`config.mk`:
```
export PLATFORM = sky130hd
export DESIGN_NAME = llsc_reservation_unit
export DESIGN_NICKNAME = d
export VERILOG_FILES = /design/src/rtl/llsc_pkg.sv /design/src/rtl/llsc_blk_match.sv /design/src/rtl/llsc_resv_reg.sv /design/src/rtl/llsc_sc_seq.sv /design/src/rtl/llsc_reservation_unit.sv
export SDC_FILE = /design/constraint.sdc
export NUM_CORES = 1
export LEC_CHECK = 0
export BUFFER_PORTS_ARGS = -buffer_cell sky130_fd_sc_hd__buf_2
export CAP_MARGIN = 15
export CORE_ASPECT_RATIO = 1.5
export CORE_MARGIN = 2
export CORE_UTILIZATION = 46
export CTS_CLUSTER_SIZE = 28
export DETAILED_ROUTE_END_ITERATION = 8
export GPL_TIMING_DRIVEN = 0
export MAX_ROUTING_LAYER = met4
export PLACE_DENSITY = 0.81
export SYNTH_ARGS = -nofsm -noshare
export SYNTH_HDL_FRONTEND = slang
export SYNTH_HIERARCHICAL = 1
export SYNTH_SLANG_ARGS = --single-unit
```
`constraint.sdc`:
```
create_clock -name clk -period 2.8 [get_ports clk]
set_input_delay 0.56 -clock clk [delete_from_list [all_inputs] [get_ports clk]]
set_output_delay 0.56 -clock clk [all_outputs]
set_load 0.02 [all_outputs]
```
`src/rtl/llsc_pkg.sv`:
```
`timescale 1ns/1ps
package llsc_pkg;

    typedef enum logic [1:0] {
        SNP_READ  = 2'd0,
        SNP_RDX   = 2'd1,
        SNP_UPGR  = 2'd2,
        SNP_INVAL = 2'd3
    } snoop_kind_e;

    typedef enum logic {
        SEQ_IDLE = 1'b0,
        SEQ_WAIT = 1'b1
    } seq_state_e;

    typedef struct packed {
        logic valid;
        logic is_sc;
        logic ok;
    } resp_flags_t;

    function automatic logic snoop_is_write(input snoop_kind_e k);
        return k != SNP_READ;
    endfunction

endpackage

```
`src/rtl/llsc_blk_match.sv`:
```
`timescale 1ns/1ps
module llsc_blk_match
    import llsc_pkg::*;
#(
    parameter int unsigned TAG_W = 26
) (
    input  logic              link,
    input  logic [TAG_W-1:0]  resv_blk,
    input  logic              snoop_valid,
    input  snoop_kind_e       snoop_kind,
    input  logic [TAG_W-1:0]  snoop_blk,
    input  logic              evict_valid,
    input  logic [TAG_W-1:0]  evict_blk,
    input  logic [TAG_W-1:0]  op_blk,
    output logic              kill,
    output logic              sc_eligible
);
    logic snoop_conflict;
    logic evict_conflict;

    always_comb begin
        snoop_conflict = snoop_valid && snoop_is_write(snoop_kind) && (snoop_blk == resv_blk);
        evict_conflict = evict_valid && (evict_blk == resv_blk);
        kill           = link && (snoop_conflict || evict_conflict);
        // a reservation lost in the same cycle cannot back a new attempt
        sc_eligible    = link && !kill && (op_blk == resv_blk);
    end

endmodule

```
`src/rtl/llsc_resv_reg.sv`:
```
`timescale 1ns/1ps
module llsc_resv_reg #(
    parameter int unsigned TAG_W = 26
) (
    input  logic              clk,
    input  logic              rst,
    input  logic              set,
    input  logic [TAG_W-1:0]  set_blk,
    input  logic              clr,
    input  logic              kill,
    output logic              link,
    output logic [TAG_W-1:0]  blk
);
    always_ff @(posedge clk) begin
        if (rst) begin
            link <= 1'b0;
            blk  <= '0;
        end else if (set) begin
            link <= 1'b1;
            blk  <= set_blk;
        end else if (clr || kill) begin
            link <= 1'b0;
        end
    end

endmodule

```
`src/rtl/llsc_sc_seq.sv`:
```
`timescale 1ns/1ps
module llsc_sc_seq
    import llsc_pkg::*;
#(
    parameter int unsigned ADDR_W = 32,
    parameter int unsigned DATA_W = 32
) (
    input  logic               clk,
    input  logic               rst,
    input  logic               ll_fire,
    input  logic               sc_fire,
    input  logic               sc_eligible,
    input  logic               kill,
    input  logic               bus_gnt,
    input  logic [ADDR_W-1:0]  op_addr,
    input  logic [DATA_W-1:0]  op_wdata,
    input  logic [DATA_W-1:0]  cache_rdata,
    output logic               op_ready,
    output logic               bus_req,
    output logic [ADDR_W-1:0]  bus_addr,
    output logic [DATA_W-1:0]  bus_wdata,
    output resp_flags_t        resp,
    output logic [DATA_W-1:0]  resp_rdata,
    output logic               link_clr
);
    seq_state_e        state_q;
    logic [ADDR_W-1:0] addr_q;
    logic [DATA_W-1:0] data_q;

    always_comb begin
        op_ready  = (state_q == SEQ_IDLE);
        bus_req   = (state_q == SEQ_WAIT);
        bus_addr  = addr_q;
        bus_wdata = data_q;
        link_clr  = (sc_fire && !sc_eligible) || (bus_req && bus_gnt);
    end

    always_ff @(posedge clk) begin
        if (rst) begin
            state_q    <= SEQ_IDLE;
            addr_q     <= '0;
            data_q     <= '0;
            resp       <= '0;
            resp_rdata <= '0;
        end else begin
            resp <= '0;
            unique case (state_q)
                SEQ_IDLE: begin
                    if (ll_fire) begin
                        resp       <= '{valid: 1'b1, is_sc: 1'b0, ok: 1'b0};
                        resp_rdata <= cache_rdata;
                    end else if (sc_fire) begin
                        if (sc_eligible) begin
                            state_q <= SEQ_WAIT;
                            addr_q  <= op_addr;
                            data_q  <= op_wdata;
                        end else begin
                            resp <= '{valid: 1'b1, is_sc: 1'b1, ok: 1'b0};
                        end
                    end
                end
                SEQ_WAIT: begin
                    if (bus_gnt) begin
                        state_q <= SEQ_IDLE;
                        resp    <= '{valid: 1'b1, is_sc: 1'b1, ok: 1'b1};
                    end else if (kill) begin
                        state_q <= SEQ_IDLE;
                        resp    <= '{valid: 1'b1, is_sc: 1'b1, ok: 1'b0};
                    end
                end
                default: state_q <= SEQ_IDLE;
            endcase
        end
    end

endmodule

```
`src/rtl/llsc_reservation_unit.sv`:
```
`timescale 1ns/1ps
module llsc_reservation_unit
    import llsc_pkg::*;
#(
    parameter int unsigned ADDR_W  = 32,
    parameter int unsigned DATA_W  = 32,
    parameter int unsigned BLK_OFS = 6
) (
    input  logic                      clk,
    input  logic                      rst,
    input  logic                      op_valid,
    input  logic                      op_is_sc,
    input  logic [ADDR_W-1:0]         op_addr,
    input  logic [DATA_W-1:0]         op_wdata,
    input  logic [DATA_W-1:0]         cache_rdata,
    output logic                      op_ready,
    output logic                      resp_valid,
    output logic                      resp_is_sc,
    output logic                      resp_ok,
    output logic [DATA_W-1:0]         resp_rdata,
    output logic                      bus_req,
    input  logic                      bus_gnt,
    output logic [ADDR_W-1:0]         bus_addr,
    output logic [DATA_W-1:0]         bus_wdata,
    input  logic                      snoop_valid,
    input  logic [1:0]                snoop_kind,
    input  logic [ADDR_W-BLK_OFS-1:0] snoop_blk,
    input  logic                      evict_valid,
    input  logic [ADDR_W-BLK_OFS-1:0] evict_blk
);
    localparam int unsigned TAG_W = ADDR_W - BLK_OFS;

    logic              accept, ll_fire, sc_fire;
    logic              link_q, link_clr, kill, sc_eligible;
    logic [TAG_W-1:0]  resv_blk_q;
    resp_flags_t       resp;

    always_comb begin
        accept  = op_valid && op_ready;
        ll_fire = accept && !op_is_sc;
        sc_fire = accept && op_is_sc;
    end

    llsc_blk_match #(.TAG_W(TAG_W)) u_match (
        .link        (link_q),
        .resv_blk    (resv_blk_q),
        .snoop_valid (snoop_valid),
        .snoop_kind  (snoop_kind_e'(snoop_kind)),
        .snoop_blk   (snoop_blk),
        .evict_valid (evict_valid),
        .evict_blk   (evict_blk),
        .op_blk      (op_addr[ADDR_W-1:BLK_OFS]),
        .kill        (kill),
        .sc_eligible (sc_eligible)
    );

    llsc_resv_reg #(.TAG_W(TAG_W)) u_resv (
        .clk     (clk),
        .rst     (rst),
        .set     (ll_fire),
        .set_blk (op_addr[ADDR_W-1:BLK_OFS]),
        .clr     (link_clr),
        .kill    (kill),
        .link    (link_q),
        .blk     (resv_blk_q)
    );

    llsc_sc_seq #(.ADDR_W(ADDR_W), .DATA_W(DATA_W)) u_seq (
        .clk         (clk),
        .rst         (rst),
        .ll_fire     (ll_fire),
        .sc_fire     (sc_fire),
        .sc_eligible (sc_eligible),
        .kill        (kill),
        .bus_gnt     (bus_gnt),
        .op_addr     (op_addr),
        .op_wdata    (op_wdata),
        .cache_rdata (cache_rdata),
        .op_ready    (op_ready),
        .bus_req     (bus_req),
        .bus_addr    (bus_addr),
        .bus_wdata   (bus_wdata),
        .resp        (resp),
        .resp_rdata  (resp_rdata),
        .link_clr    (link_clr)
    );

    always_comb begin
        resp_valid = resp.valid;
        resp_is_sc = resp.is_sc;
        resp_ok    = resp.ok;
    end

endmodule

```
==> impl_metrics.py <==
metrics = {
    "run_status": {
        "status": "complete, no violations",
    },
    "finish": {
        "final_core_utilization_pct": 65.7,
        "final_nets": 1069,
        "nFillCells": 1014,
        "regArea_sq_mm": 0.00254,
        "multi_input_area_sq_mm": 0.00256,
        "drive_gt1_share_pct": 33.9,
        "area_growth_pct": 40.4,
    },
    "synth": {
        "synthAdderAreaFrac_pct": 0,
        "yosysUniqueCellTypes": 30,
        "syn-cell-area_sq_mm": 0.00534,
        "async_flop_share_pct": 0,
        "ys_seq_area_share_pct": 47.6,
        "synth_compound_area_share_pct": 9.86,
        "synth.avg_cell_area_sq_um": 8.39,
        "synth.most_common_cell": "nand2_1",
        "synth.top_cell.area_share_pct": 47.6,
        "synth_edf_count": 0,
        "muxShareOfSynthArea_pct": 4.87,
        "synth_seq_cells": 127,
        "synthXorXnorAreaFrac_pct": 12.8,
        "yosys.area_share.simple_pct": 20.5,
        "syn_nets": 794,
        "syn_inst": 637,
        "synth_top_family_by_area": "simple AND/OR/NAND/NOR gates",
        "synth_flop_cell": "dfxtp_1",
        "ys_warn_count": 6,
        "yosys-top-cells-area": "dfxtp_1 48%, nand2_1 14%, a21oi_1 9.3%",
        "yosys-top-cells-count": "194 x nand2_1, 127 x dfxtp_1, 99 x a21oi_1",
        "synth_area_leader_cell": "dfxtp_1",
    },
    "drt": {
        "ant_nets": 0,
        "drtIter0Drc": 172,
        "avgRoutedWirePerCell_microns": 15.6,
        "drc": 0,
        "firstDrtPassIters": 5,
        "vias_per_cell": 5.00,
        "via_count": 5384,
        "drt-total-wl_microns": 16800,
    },
    "cts": {
        "hold_buffers": 0,
        "cts_setup_buffers": 0,
        "clkSinkCount": 127,
        "tritoncts": "done",
        "cts_root_buf": "clkbuf_16",
        "htree_levels": 4,
        "path_clk_slew_ps": 60,
        "numCtsBuffers": 17,
        "cts_buffer_depth": 2,
        "insertion_delay_ps": 410,
    },
    "global_route": {
        "antenna_found_initial": 2,
        "overflow": 0,
        "grt_max_degree": 17,
        "grt_pass1_wl_microns": 25400,
        "gr-usage-all-layers_pct": 27.0,
        "grt_pass1_vias": 5048,
    },
    "sta": {
        "final.period_utilization_pct": 95.5,
        "min_period_ps": 2670,
        "grt_setup_unrepaired": "false",
        "drv_slew": 0,
        "fin_ws_ps": 127,
        "fmax_mhz": 374,
        "relSlewSlack_pct": 58.6,
        "worst_pin_slew_ps": 620,
        "final.setup.tns_ps": 0,
        "setup_viol": 0,
        "clock_skew_ps": 11.1,
        "final_hold_viol_count": 0,
    },
    "job": {
        "maxCapViolations": 0,
    },
    "worst_setup_path": {
        "cp-end-kind": "register",
        "critical-path-top-delay-family": "simple AND/OR/NAND/NOR gates",
        "reg2reg_slack_ps": 130,
        "critPathSlowestCell": "or4_1",
        "reg2reg_from": "u_resv/blk[4]",
        "path_cells": "xnor2_1, nand4_1, or4_1, o22ai_2, nor2_1, nand4bb_1, buf_4, clkbuf_1, nand2_1, a21oi_1",
        "cp.arrival_ps": 3010,
        "cp.required_ps": 3140,
        "critPathLaunchType": "register",
        "slowest_delay_ps": 580,
        "path_max_fanout": 10,
        "worstPathBufferInverterCount": 2,
        "crit_type": "reg -> reg",
        "r2r_cells": 10,
        "r2r_end": "u_seq/bus_wdata[30]",
    },
    "min_path": {
        "hold_end": "u_seq/bus_wdata[21]",
        "hold_class": "in -> reg",
        "hp-start": "op_wdata[21]",
        "whs_path_depth": 3,
    },
    "place": {
        "port_buffers": 256,
        "pre_cts_ws_ps": -64.9,
        "hpwl_microns": 13000,
        "globalplace.congestion": 0.877,
    },
    "die": {
        "dieArea_sq_mm": 0.0125,
        "row_count": 48,
        "die-height_microns": 136,
        "ios": 258,
        "start_util_pct": 46.8,
        "core_area_sq_mm": 0.0114,
        "chipWidth_microns": 92.0,
    },
    "pwr": {
        "power_frac_seq_pct": 39.1,
        "leakage_nw": 3.41,
        "sw_frac_of_total_pct": 22.5,
        "cellInternalPower_w": 0.00375,
        "p_switching_w": 0.00109,
        "total_power_w": 0.00484,
        "power.density_mw_per_mm2": 645,
        "p_clk_share_pct": 51.9,
        "ir_drop_mv": 0.448,
        "pwr-share-comb_pct": 9.0,
    },
}
[final cells by class]
class | count | area share (%)
timing repair buffer | 256 | 17.1
tap | 150 | 2.50
buffer | 39 | 3.09
clock buffer | 19 | 5.91
multi-input combinational | 469 | 34.2
inverter | 2 | 0.100
antenna | 2 | 0.0667
clock inverter | 13 | 3.15
sequential | 127 | 33.9
[logic make-up after synthesis]
logic type	count (synthesis)
buf+inv	41
mux	26
xor+xnor	78
simple gates	262
compound gates	103
flops	127
[routing by layer]
metal  track usage (%)  part of all wire [%]  up-vias  routed length (microns)
li1                  -                     -     2644                        -
met1              29.1                    38     2467                     6450
met2              46.9                    52      230                     8760
met3              5.71                   5.9       43                      985
met4              13.3                   3.6        0                      609
met5                 -                     0        -                        0
[worst min-delay path: cells and delay by family]
| kind | cells | cell delay, ps |
|---|---|---|
| AO/OA/AOI/OAI | 1 | 50 |
| AND/OR/NAND/NOR | 1 | 40 |
| buffers and inverters | 1 | 100 |
[cell usage in the layout (no fill, tap or decap), types with 6 or more instances in the layout]
cell type	Yosys	final
dfxtp_1	127	127
mux2i_1	26	26
xor2_1	48	48
nand2_1	194	194
nand4_1	10	10
xnor2_1	30	30
bufinv_16	0	6
clkbuf_1	19	17
clkbuf_16	0	17
nor2_1	31	31
buf_4	8	8
nor4_1	11	11
buf_2	9	265
a21oi_1	99	99
[worst max-delay path by stage]
stage	slack (ps)	from	end	cells after the start
finish	130	u_resv/blk[4]	u_seq/bus_wdata[30]	10
global route	10	u_resv/blk[4]	u_seq/bus_wdata[28]	10
CTS	110	u_resv/blk[4]	u_seq/bus_addr[17]	10
detailed placement	-60	evict_blk[4]	u_seq/bus_addr[17]	11
global placement	-9	op_addr[9]	u_seq/bus_addr[12]	11
floorplan	510	evict_blk[13]	u_seq/bus_req	10
[stage by stage]
stage,hold WS [ps],instance area (sq um),std cells
6_report,381,7500,1077
5_1_grt,367,7500,1077
4_1_cts,367,7490,1075
3_5_place_dp,443,6810,1043
3_3_place_gp,439,6810,1043
2_1_floorplan,533,5340,637
[power groups by stage]
stage	clock [W]	sequential (W)	combinational, W
global route	0.00263	0.00189	0.000470
finish	0.00251	0.00189	0.000434
floorplan	0	0.00195	0.000196
global placement	0	0.00193	0.000422
detailed placement	0	0.00193	0.000428
CTS	0.00255	0.00189	0.000433
[sequential cells by signal (all words and copies together), names as in the netlist]
register          flops
u_seq/bus_addr       32
u_seq/bus_req         1
u_resv/blk           26
u_resv/link           1
u_seq/resp_rdata     32
u_seq/resp            3
u_seq/bus_wdata      32
[repair_timing]
item	CTS	global route
setup endpoints to repair	0	14
endpoints found under the hold margin	0	0
resized for setup	0	6
(Power assumes the default switching activity.)
